$ cat config.mk
export PLATFORM = sky130hd
export DESIGN_NAME = ram_zero_init_seq
export DESIGN_NICKNAME = d
export VERILOG_FILES = /design/src/rtl/rzi_pkg.sv /design/src/rtl/rzi_par_gen.sv /design/src/rtl/rzi_walker.sv /design/src/rtl/rzi_en_gate.sv /design/src/rtl/ram_zero_init_seq.sv
export SDC_FILE = /design/constraint.sdc
export NUM_CORES = 1
export LEC_CHECK = 0
export ABC_AREA = 1
export BUFFER_PORTS_ARGS = -buffer_cell sky130_fd_sc_hd__buf_2
export CAP_MARGIN = 20
export CELL_PAD_IN_SITES_DETAIL_PLACEMENT = 0
export CELL_PAD_IN_SITES_GLOBAL_PLACEMENT = 1
export CORE_MARGIN = 3
export CORE_UTILIZATION = 22
export CTS_BUF_LIST = sky130_fd_sc_hd__clkbuf_16
export CTS_CLUSTER_DIAMETER = 50
export DETAILED_ROUTE_END_ITERATION = 10
export GPL_ROUTABILITY_DRIVEN = 0
export PLACE_DENSITY = 0.73
export SLEW_MARGIN = 0
export SYNTH_ARGS = -nofsm -noshare
export SYNTH_HDL_FRONTEND = slang
export SYNTH_SLANG_ARGS = --single-unit
export TNS_END_PERCENT = 20
$ cat constraint.sdc
create_clock -name clk -period 1.54 [get_ports clk]
set_clock_uncertainty 0.15 [all_clocks]
set_input_delay 0.231 -clock clk [delete_from_list [all_inputs] [get_ports clk]]
set_output_delay 0.231 -clock clk [all_outputs]
set_load 0.02 [all_outputs]
$ cat src/rtl/rzi_pkg.sv
`timescale 1ns/1ps
package rzi_pkg;

  localparam int BYTE_W = 8;

  typedef enum logic {
    SEQ_IDLE = 1'b0,
    SEQ_RUN  = 1'b1
  } seq_state_e;

  // Parity of one byte: reduction XOR, inverted for odd parity.
  function automatic logic byte_parity(input logic [BYTE_W-1:0] b, input logic odd);
    return (^b) ^ odd;
  endfunction

endpackage

$ cat src/rtl/rzi_par_gen.sv
`timescale 1ns/1ps
module rzi_par_gen #(
  parameter int DATA_W = 32
) (
  input  logic [DATA_W-1:0]                 data,
  input  logic                              odd,
  output logic [DATA_W/rzi_pkg::BYTE_W-1:0] par
);
  localparam int NBYTES = DATA_W / rzi_pkg::BYTE_W;

  for (genvar i = 0; i < NBYTES; i++) begin : g_byte
    assign par[i] = rzi_pkg::byte_parity(data[i*rzi_pkg::BYTE_W +: rzi_pkg::BYTE_W], odd);
  end

  always_comb begin
    a_r9_par_width: assert (NBYTES * rzi_pkg::BYTE_W == DATA_W);
  end
endmodule

$ cat src/rtl/rzi_walker.sv
`timescale 1ns/1ps
module rzi_walker #(
  parameter int DEPTH  = 16,
  parameter int ADDR_W = $clog2(DEPTH)
) (
  input  logic              clk,
  input  logic              rst_n,
  input  logic              start,
  output logic              busy,
  output logic [ADDR_W-1:0] addr,
  output logic              last,
  output logic              done
);
  import rzi_pkg::*;

  localparam logic [ADDR_W-1:0] LAST_ADDR = ADDR_W'(DEPTH - 1);

  seq_state_e        state_q;
  logic [ADDR_W-1:0] cnt_q;
  logic              done_q;

  assign busy = (state_q == SEQ_RUN);
  assign addr = cnt_q;
  assign last = busy && (cnt_q == LAST_ADDR);
  assign done = done_q;

  always_ff @(posedge clk or negedge rst_n) begin
    if (!rst_n) begin
      state_q <= SEQ_IDLE;
      cnt_q   <= '0;
      done_q  <= 1'b0;
    end else begin
      done_q <= 1'b0;
      case (state_q)
        SEQ_IDLE: begin
          if (start) begin
            state_q <= SEQ_RUN;
            cnt_q   <= '0;
          end
        end
        SEQ_RUN: begin
          if (last) begin
            state_q <= SEQ_IDLE;
            cnt_q   <= '0;
            done_q  <= 1'b1;
          end else begin
            cnt_q <= cnt_q + ADDR_W'(1);
          end
        end
        default: state_q <= SEQ_IDLE;
      endcase
    end
  end

  a_r2_start_at_zero: assert property (@(posedge clk) disable iff (!rst_n)
    (start && !busy) |=> (busy && addr == '0));
  a_r2_addr_step: assert property (@(posedge clk) disable iff (!rst_n)
    (busy && !last) |=> (busy && addr == $past(addr) + ADDR_W'(1)));
  a_r4_end_after_last: assert property (@(posedge clk) disable iff (!rst_n)
    last |=> (done && !busy));
  a_r4_done_single: assert property (@(posedge clk) disable iff (!rst_n)
    done |=> !done);
endmodule

$ cat src/rtl/rzi_en_gate.sv
`timescale 1ns/1ps
module rzi_en_gate (
  input  logic clk,
  input  logic rst_n,
  input  logic en_wr,
  input  logic en_wdata,
  input  logic hold,
  output logic en_bit,
  output logic en_eff
);
  logic en_q;

  always_ff @(posedge clk or negedge rst_n) begin
    if (!rst_n)     en_q <= 1'b0;
    else if (en_wr) en_q <= en_wdata;
  end

  assign en_bit = en_q;
  assign en_eff = en_q && !hold;

  a_r7_bit_stored: assert property (@(posedge clk) disable iff (!rst_n)
    en_wr |=> (en_bit == $past(en_wdata)));
  a_r11_bit_holds: assert property (@(posedge clk) disable iff (!rst_n)
    !en_wr |=> $stable(en_bit));
endmodule

$ cat src/rtl/ram_zero_init_seq.sv
`timescale 1ns/1ps
module ram_zero_init_seq #(
  parameter int DEPTH  = 16,
  parameter int DATA_W = 32,
  parameter int ADDR_W = $clog2(DEPTH),
  parameter int NBYTES = DATA_W / rzi_pkg::BYTE_W
) (
  input  logic              clk,
  input  logic              rst_n,
  input  logic              init_req,
  input  logic              parity_en,
  input  logic              parity_odd,
  input  logic              en_wr,
  input  logic              en_wdata,
  input  logic              bus_ram_we,
  input  logic [ADDR_W-1:0] bus_ram_addr,
  input  logic [DATA_W-1:0] bus_ram_wdata,
  output logic              bus_ram_stall,
  output logic              ram_we,
  output logic [ADDR_W-1:0] ram_addr,
  output logic [DATA_W-1:0] ram_wdata,
  output logic [NBYTES-1:0] ram_wpar,
  output logic              init_busy,
  output logic              init_done,
  output logic              en_bit,
  output logic              en_eff
);
  // Named internal events
  logic              seq_busy;
  logic              seq_last;
  logic              seq_done;
  logic [ADDR_W-1:0] seq_addr;
  logic              req_accept;
  logic              req_refused_en;
  logic              req_refused_par;
  logic              en_bit_w;

  assign req_accept      = init_req && parity_en && !en_bit_w && !seq_busy;
  assign req_refused_en  = init_req && en_bit_w && !seq_busy;
  assign req_refused_par = init_req && !parity_en && !seq_busy;

  rzi_walker #(.DEPTH(DEPTH), .ADDR_W(ADDR_W)) u_walker (
    .clk   (clk),
    .rst_n (rst_n),
    .start (req_accept),
    .busy  (seq_busy),
    .addr  (seq_addr),
    .last  (seq_last),
    .done  (seq_done)
  );

  rzi_en_gate u_en_gate (
    .clk      (clk),
    .rst_n    (rst_n),
    .en_wr    (en_wr),
    .en_wdata (en_wdata),
    .hold     (seq_busy),
    .en_bit   (en_bit_w),
    .en_eff   (en_eff)
  );

  // Priority mux: the sequencer owns the port while busy.
  always_comb begin
    if (seq_busy) begin
      ram_we    = 1'b1;
      ram_addr  = seq_addr;
      ram_wdata = '0;
    end else begin
      ram_we    = bus_ram_we;
      ram_addr  = bus_ram_addr;
      ram_wdata = bus_ram_wdata;
    end
  end

  rzi_par_gen #(.DATA_W(DATA_W)) u_par_gen (
    .data (ram_wdata),
    .odd  (parity_odd),
    .par  (ram_wpar)
  );

  assign bus_ram_stall = seq_busy && bus_ram_we;
  assign init_busy     = seq_busy;
  assign init_done     = seq_done;
  assign en_bit        = en_bit_w;

  a_r2_zero_words: assert property (@(posedge clk) disable iff (!rst_n)
    init_busy |-> (ram_we && ram_wdata == '0));
  a_r3_par_follows_sel: assert property (@(posedge clk) disable iff (!rst_n)
    init_busy |-> (ram_wpar == {NBYTES{parity_odd}}));
  a_r5_refused_when_enabled: assert property (@(posedge clk) disable iff (!rst_n)
    req_refused_en |=> !init_busy);
  a_r6_refused_without_parity: assert property (@(posedge clk) disable iff (!rst_n)
    req_refused_par |=> !init_busy);
  a_r7_eff_held: assert property (@(posedge clk) disable iff (!rst_n)
    init_busy |-> !en_eff);
  a_r8_bus_blocked: assert property (@(posedge clk) disable iff (!rst_n)
    (init_busy && bus_ram_we) |-> (bus_ram_stall && ram_addr == seq_addr));
endmodule

# [Yosys cells after proc, flatten, opt, wreduce, memory -nomap -nowiden]
# Index checks and enable logic that the tools add are counted.
[op_classes] addsub=1 n_eq_ne=2 n_mux=11 bitwise_logic=5 n_reduce_logical=12
[ops] cell="$mux 32" n=1
[ops] cell="$reduce_xor 8->1" n=4
[ops] cell="$mux 4" n=3
[ops] cell="$pmux 4 s2" n=1
[ops] cell="$logic_and 1x1->1" n=6
[ops] cell="$mux 1" n=5
[ops] cell="$add 4x1->4 const B" n=1
[ops] cell="$eq 4x4->1 const B" n=1
[ops] cell="$xor 1x1->1" n=4
[ops] cell="$logic_not 1->1" n=2
[ops] cell="$ne 2x2->1 const B" n=1
[ops] cell="$pmux 1 s2" n=1
[ops] cell="$not 1->1" n=1
[word_totals] ff_bits=7 out_inout_bits=46 word_cells=35

# [Longest topological paths before layout]
[depth] word_depth=5 depth_mapped=13

# [Cells and area by module]
# From an unflattened synthesis, not the netlist that was laid out.
[unflattened] cells_unflattened=250 hier_area_um2=1234.9
[by_module_without_submodules] module="rzi_par_gen" n_inst=1 cells_each=126 area_each_um2=570.5
[by_module_without_submodules] module="ram_zero_init_seq" n_inst=1 cells_each=88 area_each_um2=350.3
[by_module_without_submodules] module="rzi_walker" n_inst=1 cells_each=29 area_each_um2=264.0
[by_module_without_submodules] module="rzi_en_gate" n_inst=1 cells_each=7 area_each_um2=50.0

# [Worst setup path after synthesis]
# Ideal clock, no wire load.
[synth_timing] kind="register to output" startpoint="register u_walker.state_q (netlist: u_walker.busy)" endpoint="output port ram_wpar[1]" t_arrival_ns=1.548 required_time_ns=1.159 slack_ns=-0.389 path_stages_with_launch=11 path_buffers=1 path_cell_list="dfrtp_1 > buf_6 > nor2_1 > nand2_1 > nand2_1 > nand2_1 > nand2_1 > nand2_1 > nand2_1 > nand2_1 > nand2_1"
[synth_via] elab_chain_len=3
[synth_lines] element="start, declared" line_no="rzi_walker.sv:18" rtl="seq_state_e state_q;"
[synth_lines] element="start signal, assigned" line_no="rzi_walker.sv:29" rtl="state_q <= SEQ_IDLE;"
[synth_lines] element="start signal, assigned" line_no="rzi_walker.sv:37" rtl="state_q <= SEQ_RUN;"
[synth_lines] element="start signal, assigned" line_no="rzi_walker.sv:43" rtl="state_q <= SEQ_IDLE;"
[synth_lines] element="$mux 32" line_no="ram_zero_init_seq.sv:64" rtl="if (seq_busy) begin"
[synth_lines] element="named net ram_wdata[14]" line_no="ram_zero_init_seq.sv:21" rtl="output logic [DATA_W-1:0] ram_wdata,"
[synth_lines] element="$reduce_xor 8->1" line_no="rzi_pkg.sv:13" rtl="return (^b) ^ odd;"
[synth_lines] element="$xor 1x1->1" line_no="rzi_pkg.sv:13"
[synth_lines] element="end, declared" line_no="ram_zero_init_seq.sv:22" rtl="output logic [NBYTES-1:0] ram_wpar,"
# The timed path passes the listed nets, and every way through them passes these cells.

# [Final worst setup path]
[layout_timing] startpoint="register u_walker.state_q (netlist: u_walker.busy)" endpoint="output port ram_wpar[3]"
[layout_via] elab_chain_len=3
[layout_lines] element="$mux 32" line_no="ram_zero_init_seq.sv:64"
[layout_lines] element="$reduce_xor 8->1" line_no="rzi_pkg.sv:13"
[layout_lines] element="$xor 1x1->1" line_no="rzi_pkg.sv:13"
# No other way between the ends.

==> results.toml <==
[global_route]
antenna_found_initial = 0
grt_first_pass_wirelength_um = 6499
grt_pass1_vias = 1557
overflow = 0
grtUsageTotal = 0.1210
grt_max_degree = 33

[timing]
slew_headroom = 0.8435
fin_crit_ns = 2.002
final.period_utilization = 1.300
worstMarginPinSlew_ns = 0.2348
fmax_mhz = 499.6
rsz0062_at_grt = "true"
worst_slack_ns = -0.4616
maxSlewViolCount = 0
tns_ns = -5.646
hold_viol_final = 0
finalSetupViolations = 36

[routing]
avgViaCountPerCell = 4.182
ant_nets = 0
wirelength_um = 4074
post_drt_wl_per_cell_um = 9.770
vias = 1744
firstDrtPassIters = 4
drt-initial-drc-count = 36
drc = 0

[setup_path]
critPathBufInv = 2
r2r_end = "u_walker.addr[3]"
crit_family = "simple AND/OR/NAND/NOR gates"
crit_fanout = 10
cp_num_cells = 10
path_class = "reg -> out"
cp_cell_sequence = "buf_12 > nor2_4 > nand2_1 > nand3_1 > nand2_1 > nand2_1 > nand2_1 > nand2_1 > nand2_2 > buf_4"
endpoint_kind = "output port"
startpoint_type = "flip-flop"
reg2reg_setup_slack_ns = 0.05
rr_worst_depth = 6
regToRegStartpoint = "u_walker.busy"
slowest_stage = "dfrtp_2"
max_stage_delay_ns = 0.49
crit_start = "u_walker.busy"
worst_ep_required_time_ns = 1.16
crit_path_end = "ram_wpar[3]"
cp_common_cell = "nand2_1"
cp.arrival_ns = 1.62

[synth]
synth_area_um2 = 1234
synth_fp_nets = 280
netlist_instances = 235
synth_mux_area_frac = 0
postSynthAreaPerCell_um2 = 5.250
synth-simple-area-share = 0.5243
synth_cell_types = 24
ys_seq_area_frac = 0.1420
synth_compound_gate_area_share = 0.07809
synthAdderAreaFrac = 0.01014
synth_xor_area_frac = 0.007099
yosys_register_bits = 7
yosys_warnings = 0
synth_top_family_by_area = "simple AND/OR/NAND/NOR gates"

[power_and_ir_drop]
switchingPower_w = 0.001663
power_frac_comb = 0.772
intPower_w = 0.001781
seqPwrFrac = 0.100
switching_share = 0.4828
ir_drop_uv = 801.9
total_leakage_power_nw = 1.427
pwr-share-clk = 0.128
powerDensity_nw_per_um2 = 1441

[run_status]
violations = "setup timing"
status = "finished with violations"

[place]
portBuffers = 89
dp.cells = 408
hpwlAfterDp_um = 3246

[floorplan]
die_x_um = 80.89
start_util = 0.2341
die_h_um = 80.89
rows = 26
dieArea_um2 = 6542
coreArea_um2 = 5270
pin_count = 90

[cells_and_area]
layout_commonest_cell = "nand2_1"
nets = 393
fin_cells = 417
layout_common_cells = "67 x nand2_1, 48 x inv_1, 48 x buf_2, 35 x buf_4, 29 x nand3_1"
areaGrowthSynthToFinish_pct = 93.71
diodes = 0
drive_gt1_frac = 0.4986
post-route-util = 0.4535

[cts]
clock-sinks = 7
path_clk_slew_ns = 0.04
htree_levels = 1
cts_buffers = 3
cts_root_buffer = "clkbuf_16"
cts_tree = "yes"
insertion_delay_ns = 0.23
clk_path_buf_depth = 2

[min_path]
min_path_cells = 3
hold_class = "in -> reg"

[job]
drv_cap = 0
synth_stat cells:
master    count  area [um2]
a21oi_1       1       5.000
buf_12        1       20.02
buf_2         2       10.01
buf_4         1       7.510
buf_6         3       33.78
dfrtp_1       7       175.2
ha_1          1       12.51
inv_1        51       191.4
inv_2         6       22.52
inv_6         1       8.760
nand2_1      77       289.0
nand2_2       6       37.54
nand2_4       4       45.04
nand3_1      31       155.2
nand3b_1      4       30.03
nor2_1       19       71.32
nor2_2        2       12.51
o21ai_0       8       40.04
o21ai_1       4       20.02
o21ai_2       2       17.52
o22ai_1       1       6.260
o31ai_1       1       7.510
or2_2         1       6.260
xor2_1        1       8.760
area by class of cell:
| class | instances | area (um2) |
|---|---|---|
| Timing Repair Buffer | 115 | 883.3 |
| Multi-Input combinational cell | 163 | 923.4 |
| Clock inverter | 1 | 3.754 |
| Clock buffer | 3 | 75.07 |
| Sequential cell | 7 | 176.4 |
| Fill cell | 575 | 2880 |
| Tap cell | 70 | 87.58 |
| Inverter | 58 | 240.2 |
power by group through the flow:
stage	sequential (W)	clock [W]	combinational, W
6_report	0.000345	0.000439	0.00266
5_1_grt	0.000358	0.000457	0.00294
4_1_cts	0.000347	0.000447	0.00255
3_5_place_dp	0.000340	0	0.00224
3_3_place_gp	0.000337	0	0.00223
2_1_floorplan	0.000329	0	0.00162
worst min-delay path, stage by stage:
cell	delay [ns]
buf_2	0.07
nand2_1	0.03
o21ai_0	0.05
worst min path at each step:
stage                   from               end
global placement       rst_n  u_walker.addr[1]
CTS                 en_wdata  u_en_gate.en_bit
global route        en_wdata  u_en_gate.en_bit
finish              en_wdata  u_en_gate.en_bit
detailed placement     rst_n  u_walker.addr[1]
floorplan              rst_n  u_en_gate.en_bit
per-stage QoR:
step | power, W | setup slack [ns] | hold WS [ns] | instance area [um2]
floorplan | 0.001947 | -0.2192 | -0.2146 | 1334
global placement | 0.002564 | -0.2371 | -0.07370 | 1963
detailed placement | 0.002578 | -0.2554 | -0.06625 | 1963
CTS | 0.003343 | -0.4613 | 0.05446 | 2270
global route | 0.003755 | -0.6168 | 0.06070 | 2390
finish | 0.003444 | -0.4616 | 0.05013 | 2390
per-layer routing:
layer	track usage	part of all wire	up-vias
met2	0.2167	0.48	62
li1	-	-	928
met4	0.03547	0.010	0
met3	0.02328	0.081	4
met5	0	0	-
met1	0.1454	0.43	750
flip-flops by register name, indices dropped and copies added (netlist names):
signal,cells
u_en_gate.en_bit,1
u_walker.done,1
u_walker.busy,1
u_walker.addr,4
cells by family after synthesis:
group | Yosys count
buf+inv | 65
flops | 7
fa+ha+maj | 1
simple gates | 144
xor+xnor | 1
compound gates | 17
timing repair:
action | in CTS | in global routing
endpoints found under the hold margin | 7 | 0
setup buffers | 3 | 2
endpoints found under the setup margin | 41 | 48
pin swaps | 3 | 6
gates resized for setup | 64 | 36
hold buffers | 1 | 0
Power figures use the tool's default switching activity.
